`config.mk`:
```
export PLATFORM = sky130hd
export DESIGN_NAME = ackpoll_seq
export DESIGN_NICKNAME = d
export VERILOG_FILES = /design/src/rtl/ackpoll_pkg.sv /design/src/rtl/ackpoll_cnt.sv /design/src/rtl/ackpoll_fsm.sv /design/src/rtl/ackpoll_seq.sv
export SDC_FILE = /design/constraint.sdc
export NUM_CORES = 1
export LEC_CHECK = 0
export ABC_AREA = 1
export BUFFER_PORTS_ARGS = -buffer_cell sky130_fd_sc_hd__buf_2
export CAP_MARGIN = 20
export CORE_MARGIN = 5
export CORE_UTILIZATION = 25
export CTS_CLUSTER_DIAMETER = 150
export CTS_CLUSTER_SIZE = 12
export DETAILED_ROUTE_END_ITERATION = 8
export PLACE_DENSITY = 0.56
export SYNTH_ARGS = -nofsm -noshare
export SYNTH_HDL_FRONTEND = slang
export SYNTH_SLANG_ARGS = --single-unit
```
`constraint.sdc`:
```
create_clock -name clk -period 1.5 [get_ports clk]
set_input_delay 0.45 -clock clk [delete_from_list [all_inputs] [get_ports clk]]
set_output_delay 0.45 -clock clk [all_outputs]
set_load 0.005 [all_outputs]
```
`src/rtl/ackpoll_pkg.sv`:
```
package ackpoll_pkg;

  typedef enum logic [3:0] {
    PS_IDLE, PS_ISS_START, PS_W_START, PS_ISS_ADDR, PS_W_ADDR,
    PS_ISS_BADDR, PS_W_BADDR, PS_ISS_STOP, PS_W_STOP, PS_FIN
  } poll_state_t;

  typedef enum logic [1:0] {
    RES_CLEAR     = 2'd0,
    RES_HELD      = 2'd1,
    RES_TIMEOUT   = 2'd2,
    RES_ADDR_NACK = 2'd3
  } poll_res_t;

endpackage

```
`src/rtl/ackpoll_cnt.sv`:
```
module ackpoll_cnt #(
  parameter int MAX_POLLS = 255,
  parameter int CNT_W     = $clog2(MAX_POLLS + 1)
) (
  input  logic             clk,
  input  logic             rst_n,
  input  logic             clr,
  input  logic             inc,
  output logic [CNT_W-1:0] count,
  output logic             at_limit
);

  localparam logic [CNT_W-1:0] LIMIT = CNT_W'(MAX_POLLS);

  logic [CNT_W-1:0] count_d;
  logic             count_en;

  always_comb begin
    count_en = clr | (inc & (count != LIMIT));
    count_d  = clr ? '0 : count + 1'b1;
  end

  always_ff @(posedge clk or negedge rst_n) begin
    if (!rst_n)        count <= '0;
    else if (count_en) count <= count_d;
  end

  assign at_limit = (count == LIMIT);

endmodule

```
`src/rtl/ackpoll_fsm.sv`:
```
module ackpoll_fsm
  import ackpoll_pkg::*;
#(
  parameter int DEV_W  = 7,
  parameter int BYTE_W = 8
) (
  input  logic              clk,
  input  logic              rst_n,
  input  logic              cmd_valid,
  input  logic [DEV_W-1:0]  cmd_dev,
  input  logic              cmd_next_write,
  input  logic [BYTE_W-1:0] cmd_byte_addr,
  input  logic              eng_done,
  input  logic              eng_nack,
  input  logic              at_limit,
  output logic              accept,
  output logic              addr_issue,
  output logic              busy,
  output logic              done,
  output logic [1:0]        status,
  output logic              eng_start,
  output logic              eng_stop,
  output logic              eng_send,
  output logic [BYTE_W-1:0] eng_byte
);

  poll_state_t       state, state_d;
  poll_res_t         res_q, res_d;
  logic              res_en;
  logic [DEV_W-1:0]  dev_q;
  logic [BYTE_W-1:0] baddr_q;
  logic              nw_q;

  assign accept = (state == PS_IDLE) & cmd_valid;

  always_comb begin
    state_d = state;
    res_d   = res_q;
    res_en  = 1'b0;
    unique case (state)
      PS_IDLE: if (cmd_valid) begin
        state_d = PS_ISS_START;
        res_d   = RES_CLEAR;
        res_en  = 1'b1;
      end
      PS_ISS_START: state_d = PS_W_START;
      PS_W_START:   if (eng_done) state_d = PS_ISS_ADDR;
      PS_ISS_ADDR:  state_d = PS_W_ADDR;
      PS_W_ADDR: if (eng_done) begin
        if (!eng_nack) begin
          state_d = nw_q ? PS_ISS_BADDR : PS_ISS_STOP;
        end else if (at_limit) begin
          state_d = PS_ISS_STOP;
          res_d   = RES_TIMEOUT;
          res_en  = 1'b1;
        end else begin
          state_d = PS_ISS_START;
        end
      end
      PS_ISS_BADDR: state_d = PS_W_BADDR;
      PS_W_BADDR: if (eng_done) begin
        state_d = eng_nack ? PS_ISS_STOP : PS_FIN;
        res_d   = eng_nack ? RES_ADDR_NACK : RES_HELD;
        res_en  = 1'b1;
      end
      PS_ISS_STOP: state_d = PS_W_STOP;
      PS_W_STOP:   if (eng_done) state_d = PS_FIN;
      PS_FIN:      state_d = PS_IDLE;
      default:     state_d = PS_IDLE;
    endcase
  end

  always_ff @(posedge clk or negedge rst_n) begin
    if (!rst_n) state <= PS_IDLE;
    else        state <= state_d;
  end

  always_ff @(posedge clk or negedge rst_n) begin
    if (!rst_n)      res_q <= RES_CLEAR;
    else if (res_en) res_q <= res_d;
  end

  always_ff @(posedge clk or negedge rst_n) begin
    if (!rst_n) begin
      dev_q   <= '0;
      baddr_q <= '0;
      nw_q    <= 1'b0;
    end else if (accept) begin
      dev_q   <= cmd_dev;
      baddr_q <= cmd_byte_addr;
      nw_q    <= cmd_next_write;
    end
  end

  assign addr_issue = (state == PS_ISS_ADDR);
  assign busy       = (state != PS_IDLE);
  assign done       = (state == PS_FIN);
  assign status     = res_q;
  assign eng_start  = (state == PS_ISS_START);
  assign eng_stop   = (state == PS_ISS_STOP);
  assign eng_send   = addr_issue | (state == PS_ISS_BADDR);
  assign eng_byte   = (state == PS_ISS_BADDR) ? baddr_q
                                              : BYTE_W'({dev_q, 1'b0});

endmodule

```
`src/rtl/ackpoll_seq.sv`:
```
module ackpoll_seq #(
  parameter int DEV_W     = 7,
  parameter int BYTE_W    = 8,
  parameter int MAX_POLLS = 255,
  parameter int CNT_W     = $clog2(MAX_POLLS + 1)
) (
  input  logic              clk,
  input  logic              rst_n,
  input  logic              cmd_valid,
  input  logic [DEV_W-1:0]  cmd_dev,
  input  logic              cmd_next_write,
  input  logic [BYTE_W-1:0] cmd_byte_addr,
  output logic              busy,
  output logic              done,
  output logic [1:0]        status,
  output logic [CNT_W-1:0]  attempts,
  output logic              eng_start,
  output logic              eng_stop,
  output logic              eng_send,
  output logic [BYTE_W-1:0] eng_byte,
  input  logic              eng_done,
  input  logic              eng_nack
);

  logic accept, addr_issue, at_limit;

  ackpoll_fsm #(.DEV_W(DEV_W), .BYTE_W(BYTE_W)) u_fsm (
    .clk(clk), .rst_n(rst_n),
    .cmd_valid(cmd_valid), .cmd_dev(cmd_dev),
    .cmd_next_write(cmd_next_write), .cmd_byte_addr(cmd_byte_addr),
    .eng_done(eng_done), .eng_nack(eng_nack), .at_limit(at_limit),
    .accept(accept), .addr_issue(addr_issue),
    .busy(busy), .done(done), .status(status),
    .eng_start(eng_start), .eng_stop(eng_stop),
    .eng_send(eng_send), .eng_byte(eng_byte)
  );

  ackpoll_cnt #(.MAX_POLLS(MAX_POLLS), .CNT_W(CNT_W)) u_cnt (
    .clk(clk), .rst_n(rst_n),
    .clr(accept), .inc(addr_issue),
    .count(attempts), .at_limit(at_limit)
  );

endmodule

```
# Word-level counts from Yosys, hierarchy flattened
# Cells that the tools add are included.
# totals
ff_bits	30
out_inout_bits	23
wordCells	59
# op_classes
add_sub_neg	1
n_eq_ne	18
n_mux	25
bitwise_logic	4
reduce_logical	5
# ops
cell	n
$pmux 4 s9	1
$mux 4	7
$eq 4x3->1 const B	4
$mux 8	2
$mux 2	7
$ne 2x2->1 const B	7
$add 8x1->8 const B	1
$eq 4x2->1 const B	2
$eq 4x4->1 const B	2
$eq 8x8->1 const B	1
$ne 8x8->1 const B	1
$reduce_and 7->1	1
$pmux 2 s3	1
$mux 1	5
$reduce_and 5->1	1
$eq 4x1->1 const B	1
$logic_not 4->1	1
$reduce_bool 4->1	1
$mux 3	1
$pmux 1 s3	1
$reduce_bool 3->1	1
$and 1x1->1	2
$or 1x1->1	2

# Logic depth before layout (Yosys ltp)
# logic_depth
word_depth	6
depth_mapped	9

# By module
# A second synthesis with hierarchy kept.
# unflattened
cells_unflattened	247
hier_area_um2	1780.5
# modules_own_cells
module	n_inst	cells_per_inst	area_each_um2	seq_area_each_um2
ackpoll_fsm	1	174	1263.7	550.5
ackpoll_cnt	1	73	516.7	200.2

# Least setup slack after synthesis
# No wires, ideal clock.
# synth_path
path_type	reg2out
from	register u_fsm.state[3]
to	output eng_byte[4]
arrival_ns	1.088
t_required_ns	1.050
setup_slack_ns	-0.038
path_stages_with_launch	7
cell_sequence	dfrtp_1 -> inv_2 -> nand2_1 -> nor2_4 -> buf_6 -> nand2_1 -> o21ai_0
# synth_between
elab_chain_cells	2
# synth_rtl
item	line_no	rtl
from (decl)	ackpoll_fsm.sv:27	poll_state_t state, state_d;
from (signal assigned)	ackpoll_fsm.sv:75	else state <= state_d;
$eq 4x3->1	ackpoll_fsm.sv:102	assign eng_byte = (state == PS_ISS_BADDR) ? baddr_q
$mux 8	ackpoll_fsm.sv:102	
to (decl)	ackpoll_seq.sv:20	output logic [BYTE_W-1:0] eng_byte,
# Every way passes these cells.

# Worst setup path in the final report
# layout_path
from	register u_fsm.state[0]
to	output eng_byte[4]
# Same word-level chain as after synthesis.

==> run metrics <==
buffer and inverter count on the worst path=4; CTS root buffer=clkbuf_8; P&R area growth vs syn=46.16%; worst path required time=1.05 ns; Setup crit start kind=flop; Core Box Area=6794 um^2; switch share=0.3914; #FFs+latches synth=30; Worst Path Arrival=1.42 ns; GRT overflow=0; crit path time final=between 1.5 and 2 ns; Clock Sinks=30; clock latency on the worst-skew pair=0.28 ns; total of max-cap violations=0; CP peak stage delay=between 0.3 and 0.4 ns; post-synthesis net count=253; vias per cell=between 4 and 5; ant diodes=0; final setup margin=-0.3659 ns; crit share post-route=1.244; Hold Path Class=input port to asynchronous set/reset pin; Die W=around 93 um; DP HPWL=approximately 3.5 mm; setup violators final=13; largest net degree at the start of global routing=28; average cell area after synthesis=7.545 um^2; Max-slew headroom=0.7392; CP Class=flop to output pin; pwr/cell area=1933 nW/um^2; cts hold-fix bufs=0; via count=roughly 1700; final WL=4.847 mm; initial core utilization=0.2565; P_leak=about 0.0014 uW; H-tree levels=2; Worst-Margin Slew=0.3911 ns; Clk pin slew, worst setup/hold paths=about 0.070 ns; Max clock buf depth=2; PortBufs=between 40 and 50; cell count after synthesis=~230; first-pass GRT wire length=between 8 and 9 mm; Non-Filler Instances=approximately 410; max-slew violation count=0; Cell Chain, Critical Path=inv_2 -> nor2_4 -> inv_2 -> nor2_4 -> buf_4 -> nand2_1 -> o21ai_0 -> buf_2; failing checks=negative setup slack; Worst path top cell family by delay=buffers and inverters; status=finished, violations left; part of the power in registers=0.259; GRT Total Usage=0.1178; Fin. Hold Viols=0; Max VDD drop=~550 uV; placed insts=387; routability cong.=just over 0.8; fmax=0.5359 GHz; Worst Setup SP=u_fsm.state[0]; CTS tree=done; Psw=between 1500 and 2000 uW; Die H=slightly above 90 um; post-route ant nets=0; pre-CTS WS=-0.1051 ns; Setup crit end kind=output pin; site row count=30; CP max stage cell=dfrtp_1; Wirelength per Cell=between 10 and 15 um; Final #Nets=331; worst-path fanout max=4; DRT Pass-1 Iters=4; total CTS buffers=5; Comb pwr share=0.531; distinct cell type count after synthesis=23; initial antenna violation count=0; Clock power frac=0.210; register area share after synthesis=0.4307; die area=~8700 um^2; Worst Skew=~0.0044 ns; P_int=between 2000 and 3000 uW; RSZ-0062 raised after global routing=yes; Detailed Route Iter0 Violations=34; # DRC=0; Syn. warnings=0; vias in the first global route=approximately 1700; mapped cell area=between 1500 and 2000 um^2; # IOs=44; share of layout cells above drive strength 1=0.4161; reg-to-reg startpoint=u_fsm.state[1]
## path summary, 6_finish.rpt
path	depth (start not counted)	end	slack, ns
worst max-delay path	8	eng_byte[4]	-0.37
worst min-delay path	1	u_fsm.nw_q	0.08
worst max register to register	9	u_fsm.status[1]	0.03
worst min register to register	2	u_fsm.baddr_q[5]	0.49
max in group asynchronous	2	u_fsm.status[1]	1.00
min in group clk	3	u_fsm.baddr_q[3]	0.37
## layout by cell type, fill, tap and decap left out, drive strengths merged
cell type and count:
buf 74, nand3 15, nor2 24, dfrtp 30
nor3 2, nand2 84, xor2 1, clkbuf 6
a21oi 5, inv 37, clkinv 1, nand4 5
o21ai 23, ha 1, bufinv 2
## power groups by stage
stage / Sequential [uW] / Clock (uW) / Combinational, uW
floorplan: 1280 / 0 / 1370
global placement: 1270 / 0 / 2090
detailed placement: 1290 / 0 / 2100
CTS: 1280 / 1060 / 2380
global route: 1310 / 1090 / 2910
finish: 1280 / 1030 / 2610
## cell usage after synthesis, drive strengths merged
cell type,instances,share of area
a21oi,5,0.014
dfrtp,30,0.43
inv,37,0.083
nor3,2,0.0057
nand2,84,0.20
nand4,5,0.018
nor2,24,0.080
nand3,15,0.043
o21ai,23,0.085
ha,1,0.0072
buf,4,0.031
xor2,1,0.0050
## cell type report
class | count | area, um^2
clock buffers | 6 | 82.58
clock inverters | 2 | 60.06
fillers | 721 | 4247
inverters | 37 | 153.9
multi-input cells | 160 | 872.1
flip-flops and latches | 30 | 750.7
well taps | 96 | 120.1
repair buffers | 74 | 496.7
repair inverters | 1 | 11.26
## flip-flops by register name, summed over array words and instances, names as in the netlist
register       cells
u_cnt.count        8
u_fsm.baddr_q      8
u_fsm.dev_q        7
u_fsm.state        4
u_fsm.status       2
u_fsm.nw_q         1
## what timing repair did
item	in CTS	in global routing
pin swaps	4	3
gates resized for setup	14	25
endpoints found under the setup margin	13	43
cloned	1	1
setup buffers	6	3
## metrics by stage
stage | hold WS [ns] | setup TNS, ns | util | power (uW) | instance area, um^2
3_5_place_dp | 0.3968 | -0.6140 | 0.3238 | 3386 | 2200
6_report | 0.08086 | -3.938 | 0.3750 | 4924 | 2547
3_3_place_gp | 0.4008 | -0.3150 | 0.3238 | 3365 | 2200
5_1_grt | 0.1183 | -5.293 | 0.3750 | 5308 | 2547
4_1_cts | 0.08425 | -4.023 | 0.3591 | 4717 | 2440
2_1_floorplan | 0.1544 | 0 | - | 2650 | 1748
## kinds of logic (layout without fill, tap and decap cells)
family,Yosys count,in the layout,synth area share
simple gates,130,130,0.3439
buf+inv,41,120,0.1134
flops,30,30,0.4307
compound gates,28,28,0.09978
fa+ha+maj,1,1,0.007178
xor+xnor,1,1,0.005026
## metal layers
metal / global-route usage / up-vias / routed length (um)
met1: 0.1510 / 822 / 2229
li1: - / 881 / -
met5: 0 / - / 0
met4: 0.03907 / 0 / 61
met2: 0.1882 / 30 / 2322
met3: 0.03540 / 7 / 234
Power figures use the tool's default switching activity.
